--- config.mk ---
export PLATFORM = sky130hd
export DESIGN_NAME = pause_gen_auto
export DESIGN_NICKNAME = d
export VERILOG_FILES = /design/src/rtl/pause_gen_pkg.sv /design/src/rtl/pause_gen_cmp.sv /design/src/rtl/pause_gen_ctrl.sv /design/src/rtl/pause_gen_auto.sv
export SDC_FILE = /design/constraint.sdc
export NUM_CORES = 1
export LEC_CHECK = 0
export CAP_MARGIN = 15
export CORE_ASPECT_RATIO = 0.6
export CORE_MARGIN = 1.5
export CORE_UTILIZATION = 44
export DETAILED_ROUTE_END_ITERATION = 8
export PLACE_DENSITY = 0.85
export SYNTH_ARGS = -nofsm -noshare
export SYNTH_HDL_FRONTEND = slang
export SYNTH_HIERARCHICAL = 1
export SYNTH_SLANG_ARGS = --single-unit
--- constraint.sdc ---
create_clock -name clk -period 5.4 [get_ports clk]
set_input_delay 1.08 -clock clk [delete_from_list [all_inputs] [get_ports clk]]
set_output_delay 1.08 -clock clk [all_outputs]
set_load 0.02 [all_outputs]
--- src/rtl/pause_gen_pkg.sv ---
package pause_gen_pkg;
  typedef enum logic [1:0] {
    PG_ARMED   = 2'd0,
    PG_HI_WAIT = 2'd1,
    PG_HELD    = 2'd2,
    PG_LO_WAIT = 2'd3
  } pg_state_e;
endpackage

--- src/rtl/pause_gen_cmp.sv ---
module pause_gen_cmp #(
  parameter int LVL_W = 8
) (
  input  logic [LVL_W-1:0] fill_level,
  input  logic [LVL_W-1:0] high_mark,
  input  logic [LVL_W-1:0] low_mark,
  output logic             at_high,
  output logic             below_low
);
  // high side inclusive, low side strict
  always_comb begin
    at_high   = (fill_level >= high_mark);
    below_low = (fill_level <  low_mark);
  end
endmodule

--- src/rtl/pause_gen_ctrl.sv ---
module pause_gen_ctrl
  import pause_gen_pkg::*;
#(
  parameter int TIME_W = 16
) (
  input  logic              clk,
  input  logic              rst_n,
  input  logic              enable,
  input  logic              at_high,
  input  logic              below_low,
  input  logic [TIME_W-1:0] pause_time,
  input  logic              req_ready,
  output logic              req_valid,
  output logic [TIME_W-1:0] req_quanta
);
  localparam logic [TIME_W-1:0] ZERO_TIME = '0;

  pg_state_e         state_q, state_d;
  logic [TIME_W-1:0] time_q, time_d;
  logic              taken;

  assign req_valid = (state_q == PG_HI_WAIT) || (state_q == PG_LO_WAIT);
  assign taken     = req_valid && req_ready;

  always_comb begin
    state_d = state_q;
    time_d  = time_q;
    if (!enable) begin
      state_d = PG_ARMED;
    end else begin
      unique case (state_q)
        PG_ARMED: begin
          if (at_high) begin
            state_d = PG_HI_WAIT;
            time_d  = pause_time;
          end
        end
        PG_HI_WAIT: begin
          // a low crossing either follows the accepted frame or replaces it
          if (below_low)  state_d = PG_LO_WAIT;
          else if (taken) state_d = PG_HELD;
        end
        PG_HELD: begin
          if (below_low) state_d = PG_LO_WAIT;
        end
        PG_LO_WAIT: begin
          if (taken) state_d = PG_ARMED;
        end
        default: state_d = PG_ARMED;
      endcase
    end
  end

  always_ff @(posedge clk) begin
    if (!rst_n) begin
      state_q <= PG_ARMED;
      time_q  <= ZERO_TIME;
    end else begin
      state_q <= state_d;
      time_q  <= time_d;
    end
  end

  assign req_quanta = (state_q == PG_LO_WAIT) ? ZERO_TIME : time_q;
endmodule

--- src/rtl/pause_gen_auto.sv ---
module pause_gen_auto #(
  parameter int LVL_W  = 8,
  parameter int TIME_W = 16
) (
  input  logic              clk,
  input  logic              rst_n,
  input  logic              fc_enable,
  input  logic [LVL_W-1:0]  fill_level,
  input  logic [LVL_W-1:0]  high_mark,
  input  logic [LVL_W-1:0]  low_mark,
  input  logic [TIME_W-1:0] pause_time,
  output logic              req_valid,
  input  logic              req_ready,
  output logic [TIME_W-1:0] req_quanta
);
  logic at_high, below_low;

  pause_gen_cmp #(.LVL_W(LVL_W)) u_cmp (
    .fill_level (fill_level),
    .high_mark  (high_mark),
    .low_mark   (low_mark),
    .at_high    (at_high),
    .below_low  (below_low)
  );

  pause_gen_ctrl #(.TIME_W(TIME_W)) u_ctrl (
    .clk        (clk),
    .rst_n      (rst_n),
    .enable     (fc_enable),
    .at_high    (at_high),
    .below_low  (below_low),
    .pause_time (pause_time),
    .req_ready  (req_ready),
    .req_valid  (req_valid),
    .req_quanta (req_quanta)
  );
endmodule

==> impl_metrics.env, run 1 <==
export IMPL_clk_latency_ns=0.25
export IMPL_use_met1=0.2722
export IMPL_syn_area_um2=1300
export IMPL_p_sw_mw=0.1019
export IMPL_fin_crit_ns=3.132
export IMPL_drt_iter0_markers=38
export IMPL_r2r_cells=5
export IMPL_row_count=15
export IMPL_dpl_hpwl_um=2339
export IMPL_start_kind="register"
export IMPL_drtAntennaViolNets=0
export IMPL_r2r_start="u_ctrl/state_q[1]"
export IMPL_antenna_found_initial=0
export IMPL_synthFlopType="dfxtp_1"
export IMPL_yosys_warnings=6
export IMPL_layout_drive_gt1_share=0.05405
export IMPL_wl_per_cell_um=11.08
export IMPL_grt_use_met3=0.06696
export IMPL_cts_root_buf="clkbuf_8"
export IMPL_maxSlewViolCount=0
export IMPL_fmax_ghz=0.3193
export IMPL_ir_drop_mv=0.1291
export IMPL_drt_drc_violations_left=0
export IMPL_min_from="u_ctrl/time_q[5]"
export IMPL_synth_top_area_frac=0.2772
export IMPL_r2r_setup_slack_ns=3.70
export IMPL_ys_ff_latch=18
export IMPL_slew_headroom=0.5746
export IMPL_worstSetupEndpointType="output port"
export IMPL_period_share=0.5800
export IMPL_maxCapViolCount=0
export IMPL_grt_max_degree=20
export IMPL_cp_required_ns=4.32
export IMPL_seqPwrFrac=0.387
export IMPL_finalHoldViolations=0
export IMPL_vias=1219
export IMPL_place_congestion=0.7606
export IMPL_die_area_um2=3300
export IMPL_portBuffers=60
export IMPL_async_reset_ff_frac=0
export IMPL_firstDrtPassIters=4
export IMPL_tns_ns=0
export IMPL_top_usage_layer="met2"
export IMPL_clk_pin_slew_ns=0.07
export IMPL_synth_top_area_cell="dfxtp_1"
export IMPL_die_w_um=73.17
export IMPL_cts_tree="done"
export IMPL_syn_area_per_cell_um2=7.927
export IMPL_cts_resized=0
export IMPL_worstMarginPinSlew_ns=0.6363
export IMPL_post_cts_buffers=0
export IMPL_syn2layout_area_growth_pct=51.59
export IMPL_critPathArrivalTime_ns=2.05
export IMPL_initial_core_util=0.4587
export IMPL_worstSetupPathType="register to output port"
export IMPL_ys_top_cells_by_area="dfxtp_1 (28%), ha_1 (19%), nand2_1 (9.8%)"
export IMPL_synth_fp_nets=228
export IMPL_nets=287
export IMPL_core_area_um2=2834
export IMPL_p_sw_frac=0.2709
export IMPL_power_internal_mw=0.2742
export IMPL_leakage_nw=0.8726
export IMPL_hold_depth=2
export IMPL_grt_use_met2=0.2909
export IMPL_whs_endpoint="u_ctrl/time_q[5]"
export IMPL_boundaryPins=61
export IMPL_cp_max_fo=18
export IMPL_p_clk_frac=0.284
export IMPL_grt_pass1_wl_um=4774
export IMPL_cts_max_level=1
export IMPL_fp_dieH_um=45.11
export IMPL_ys_seq_area_frac=0.2772
export IMPL_cts_buffers=3
export IMPL_cts_hold_buffers=0
export IMPL_power_density_nw_per_um2=190.9
export IMPL_routed_via_density=4.617
export IMPL_antenna_cells=0
export IMPL_rsz0062_at_grt="no"
export IMPL_grt_overflow=0
export IMPL_stdcell_area_um2=1971
export IMPL_status="complete, no violations"
export IMPL_synthCells=164
export IMPL_ys_types=32
export IMPL_hold_path_class="register to register"
export IMPL_dpl_cell_area_um2=1916
export IMPL_grt_pass1_vias=1069
export IMPL_grtUsageTotal=0.1935
export IMPL_wl_um=2924
export IMPL_yosys_top_cells_count="nand2_1 (34), ha_1 (20), inv_1 (19), dfxtp_1 (18), nor2b_1 (17)"
export IMPL_synth_most_common_cell="nand2_1"
export IMPL_clkSinkCount=18
export IMPL_timing_rr_end="u_ctrl/state_q[0]"
export IMPL_synth_edff_count=0
export IMPL_cts_max_path_buffers=2
export IMPL_setup_viol=0
export IMPL_p_comb_frac=0.329
export IMPL_finClkSkew_ns=0.006498
state kept, by name, indices dropped and copies added (netlist names):
register and flops:
u_ctrl/state_q 2, u_ctrl/time_q 16
worst max-delay path, stage by stage, from the launching register on:
cell,delay [ns]
dfxtp_1,0.42
ha_1,0.61
or2_1,0.18
clkdlybuf4s50_1,0.59
metal layers:
metal,vias to the layer above,part of all wire
li1,651,-
met1,527,0.51
met2,39,0.41
met3,2,0.067
met4,0,0.0048
met5,-,0
cell usage in the layout (no fill, tap or decap), drive strengths merged, types with 2 or more instances in the layout:
cell type / synthesis / layout
a21o: 3 / 3
nand2: 35 / 35
ha: 20 / 20
nand2b: 2 / 2
clkbuf: 1 / 4
nor2b: 17 / 17
dfxtp: 18 / 18
a21boi: 16 / 16
o21ai: 2 / 2
a21oi: 5 / 5
nand3: 6 / 6
nor2: 2 / 2
inv: 20 / 20
and3: 3 / 3
clkdlybuf4s50: 0 / 60
power by group through the flow:
| stage | sequential [mW] | combinational [mW] | clock [mW] |
|---|---|---|---|
| after floorplan | 0.147 | 0.0672 | 0 |
| after global placement | 0.148 | 0.122 | 0 |
| after detailed placement | 0.149 | 0.124 | 0 |
| after CTS | 0.146 | 0.124 | 0.110 |
| after global routing | 0.147 | 0.138 | 0.117 |
| final | 0.146 | 0.124 | 0.107 |
stage by stage:
stage	power, mW	utilization	worst slack (ns)	std cells	hold slack, ns
finish	0.3761	0.6954	2.268	264	0.4518
global route	0.4016	0.6954	2.154	264	0.4701
CTS	0.3799	0.6954	2.260	264	0.4524
detailed placement	0.2723	0.6759	2.081	260	0.4426
global placement	0.2698	0.6759	2.165	260	0.4388
floorplan	0.2145	-	2.841	164	0.4305
cell type report:
class	count	area (um2)
Timing Repair Buffer	60	600.6
Clock buffer	4	55.05
Tap cell	42	52.55
Multi-Input combinational cell	120	827.0
Fill cell	233	863.3
Sequential cell	18	360.3
Inverter	20	75.07
worst max path at each step:
stage               cells after the start               from  slack [ns]                end
floorplan                              10       high_mark[6]        2.84  u_ctrl/time_q[10]
global placement                        8      fill_level[7]        2.16   u_ctrl/time_q[0]
detailed placement                      9       high_mark[6]        2.08   u_ctrl/time_q[2]
CTS                                     3  u_ctrl/state_q[1]        2.26          req_valid
global route                            3  u_ctrl/state_q[1]        2.15          req_valid
finish                                  3  u_ctrl/state_q[1]        2.27          req_valid
logic make-up after synthesis:
logic type	count (synthesis)	share of synthesized area
AO/OA/AOI/OAI	32	0.1867
buffers and inverters	26	0.08662
flip-flops	18	0.2772
adder cells (fa/ha/maj)	20	0.1925
AND/OR/NAND/NOR	67	0.2493
multiplexers	1	0.007700
No activity file was read; power rests on OpenSTA's default activity.
==> run 2, diff against run 1 <==
--- a/config.mk
+++ b/config.mk
@@ -8,9 +8,9 @@
 export CAP_MARGIN = 15
 export CORE_ASPECT_RATIO = 0.6
 export CORE_MARGIN = 1.5
-export CORE_UTILIZATION = 44
+export CORE_UTILIZATION = 37
 export DETAILED_ROUTE_END_ITERATION = 8
-export PLACE_DENSITY = 0.85
+export PLACE_DENSITY = 0.76
 export SYNTH_ARGS = -nofsm -noshare
 export SYNTH_HDL_FRONTEND = slang
 export SYNTH_HIERARCHICAL = 1
==> constraint.sdc (replaced) <==
create_clock -name clk -period 2.8 [get_ports clk]
set_input_delay 0.56 -clock clk [delete_from_list [all_inputs] [get_ports clk]]
set_output_delay 0.56 -clock clk [all_outputs]
set_load 0.02 [all_outputs]
==> run 2 against run 1 <==
  * Sequential power increased by 92%
  * First-iteration DRC count decreased by 39%
  * Final cell count increased by 1.5%
  * Utilization decreased by 9.7 points
  * Non-clock buffer count increased by 2
  * Sequential share of layout area about the same
  * Design area increased by 0.25%
  * Count of clock-buffer cells in the layout decreased by 1
  * Flip-flop and latch count unchanged
  * Register-to-register slack got worse by 2.6 ns
  * Wire length decreased by 2.1%
  * Largest power group unchanged
==> impl_metrics.env, run 2 (synthesis gave the netlist of run 1 again) <==
export IMPL_nets=289
export IMPL_cts_max_level=1
export IMPL_ir_drop_mv=0.3246
export IMPL_grt_overflow=0
export IMPL_power_density_nw_per_um2=352.5
export IMPL_cts_root_buf="clkbuf_8"
export IMPL_antenna_found_initial=0
export IMPL_cts_max_path_buffers=2
export IMPL_clk_pin_slew_ns=0.06
export IMPL_portBuffers=60
export IMPL_slew_headroom=0.5797
export IMPL_worstSetupEndpointType="output port"
export IMPL_core_area_um2=3303
export IMPL_fp_dieH_um=48.92
export IMPL_hold_path_class="register to register"
export IMPL_place_inst=265
export IMPL_clkSinkCount=18
export IMPL_largest_reg_flops=16
export IMPL_period_share=0.9163
export IMPL_finClkSkew_ns=0.004493
export IMPL_finalHoldViolations=0
export IMPL_worstSetupPathType="register to output port"
export IMPL_boundaryPins=61
export IMPL_final_instance_count_excl_fill=268
export IMPL_rsz0062_at_grt="no"
export IMPL_drt_iter0_markers=23
export IMPL_fin_crit_ns=2.566
export IMPL_setup_viol=0
export IMPL_hold_ws_ns=0.4483
export IMPL_initial_core_util=0.3936
export IMPL_reg_largest_list="u_ctrl/time_q x16, u_ctrl/state_q x2"
export IMPL_grt_pass1_vias=1088
export IMPL_status="complete, no violations"
export IMPL_post_cts_buffers=0
export IMPL_grt_max_degree=19
export IMPL_place_congestion=0.7237
export IMPL_routed_via_density=4.515
export IMPL_maxSlewViolCount=0
export IMPL_wl_per_cell_um=10.68
export IMPL_leakage_nw=0.8746
export IMPL_vias=1210
export IMPL_cts_hold_buffers=0
export IMPL_die_area_um2=3890
export IMPL_grtUsageTotal=0.1567
export IMPL_final_common_cell="clkdlybuf4s50_1"
export IMPL_cts_tree="done"
export IMPL_antenna_cells=0
export IMPL_regMostFlops="u_ctrl/time_q"
export IMPL_cp_required_ns=2.24
export IMPL_fmax_ghz=0.3898
export IMPL_dpl_hpwl_um=2371
export IMPL_critPathArrivalTime_ns=2.01
export IMPL_firstDrtPassIters=4
export IMPL_die_w_um=79.53
export IMPL_clk_latency_ns=0.25
export IMPL_tns_ns=0
export IMPL_start_kind="register"
export IMPL_cts_buffers=3
export IMPL_finalCoreUtilization=0.5981
export IMPL_worstMarginPinSlew_ns=0.6305
export IMPL_cts_resized=0
export IMPL_most_common_layout_cells="clkdlybuf4s50_1 (60), nand2_1 (34), ha_1 (20)"
export IMPL_layout_drive_gt1_share=0.05830
export IMPL_maxCapViolCount=0
export IMPL_wl_um=2862
export IMPL_drt_drc_violations_left=0
export IMPL_row_count=16
export IMPL_drtAntennaViolNets=0
export IMPL_cp_max_fo=18
export IMPL_syn2layout_area_growth_pct=51.97
export IMPL_grt_pass1_wl_um=4809
==> run 2: cell types whose count changed in the layout (fill, tap and decap cells not counted) <==
cell	before	now
buf_4	0	2
clkbuf_8	4	3
==> run 2: power by group <==
group	switching (mW)	internal (mW)
sequential	0.00766	0.273
combinational	0.106	0.134
clock	0.0809	0.0954
==> run 2: final cells by class <==
cell class	count	area, um2
fillers	328	1328
multi-input cells	120	827.0
repair buffers	62	615.6
flip-flops and latches	18	360.3
inverters	20	75.07
well taps	45	56.30
clock buffers	3	41.29
==> run 2: worst paths after layout <==
kind	from	endpoint	slack [ns]	cells after the start
setup / recovery	u_ctrl/state_q[1]	req_valid	0.23	3
hold / removal	u_ctrl/time_q[5]	u_ctrl/time_q[5]	0.45	2
setup reg to reg	u_ctrl/state_q[1]	u_ctrl/state_q[0]	1.14	5
hold reg to reg	u_ctrl/time_q[5]	u_ctrl/time_q[5]	0.45	2
==> run 2: through the flow <==
step | setup slack, ns | area (um2) | total power [mW]
after floorplan | 0.7615 | 1300 | 0.4136
after global placement | 0.1003 | 1934 | 0.5238
after detailed placement | 0.04854 | 1934 | 0.5270
after CTS | 0.1884 | 1976 | 0.7040
after global routing | 0.07970 | 1976 | 0.7402
final | 0.2345 | 1976 | 0.6965
==> run 2: critical path, cell delays in order (launching register included) <==
cell and delay, ns:
dfxtp_1 0.40, ha_1 0.59, or2_1 0.18, clkdlybuf4s50_1 0.59
==> run 2: routing by layer <==
layer,wire length (um),vias up,share of wire,track usage
met1,1513,524,0.53,0.2369
met4,0,0,0,0.008772
met5,0,-,0,0
li1,-,656,-,-
met3,193,0,0.067,0.05607
met2,1155,30,0.40,0.2203
==> run 3, diff against run 2 <==
==> constraint.sdc (replaced) <==
create_clock -name clk -period 2.8 [get_ports clk]
set_input_delay 0.56 -clock clk [delete_from_list [all_inputs] [get_ports clk]]
set_output_delay 0.56 -clock clk [all_outputs]
set_load 0.005 [all_outputs]
==> results of run 3 <==
The final DEF is identical to that of run 2. Status: complete, no violations.
Main changes from that run: setup slack after layout 0.2345 ns -> 0.2974 ns; start point of the critical path u_ctrl/state_q[1] -> low_mark[7]; end point of the critical path req_valid -> u_ctrl/state_q[0]; total power 0.6965 mW -> 0.6779 mW; worst IR drop on VDD 0.3246 mV -> 0.3138 mV
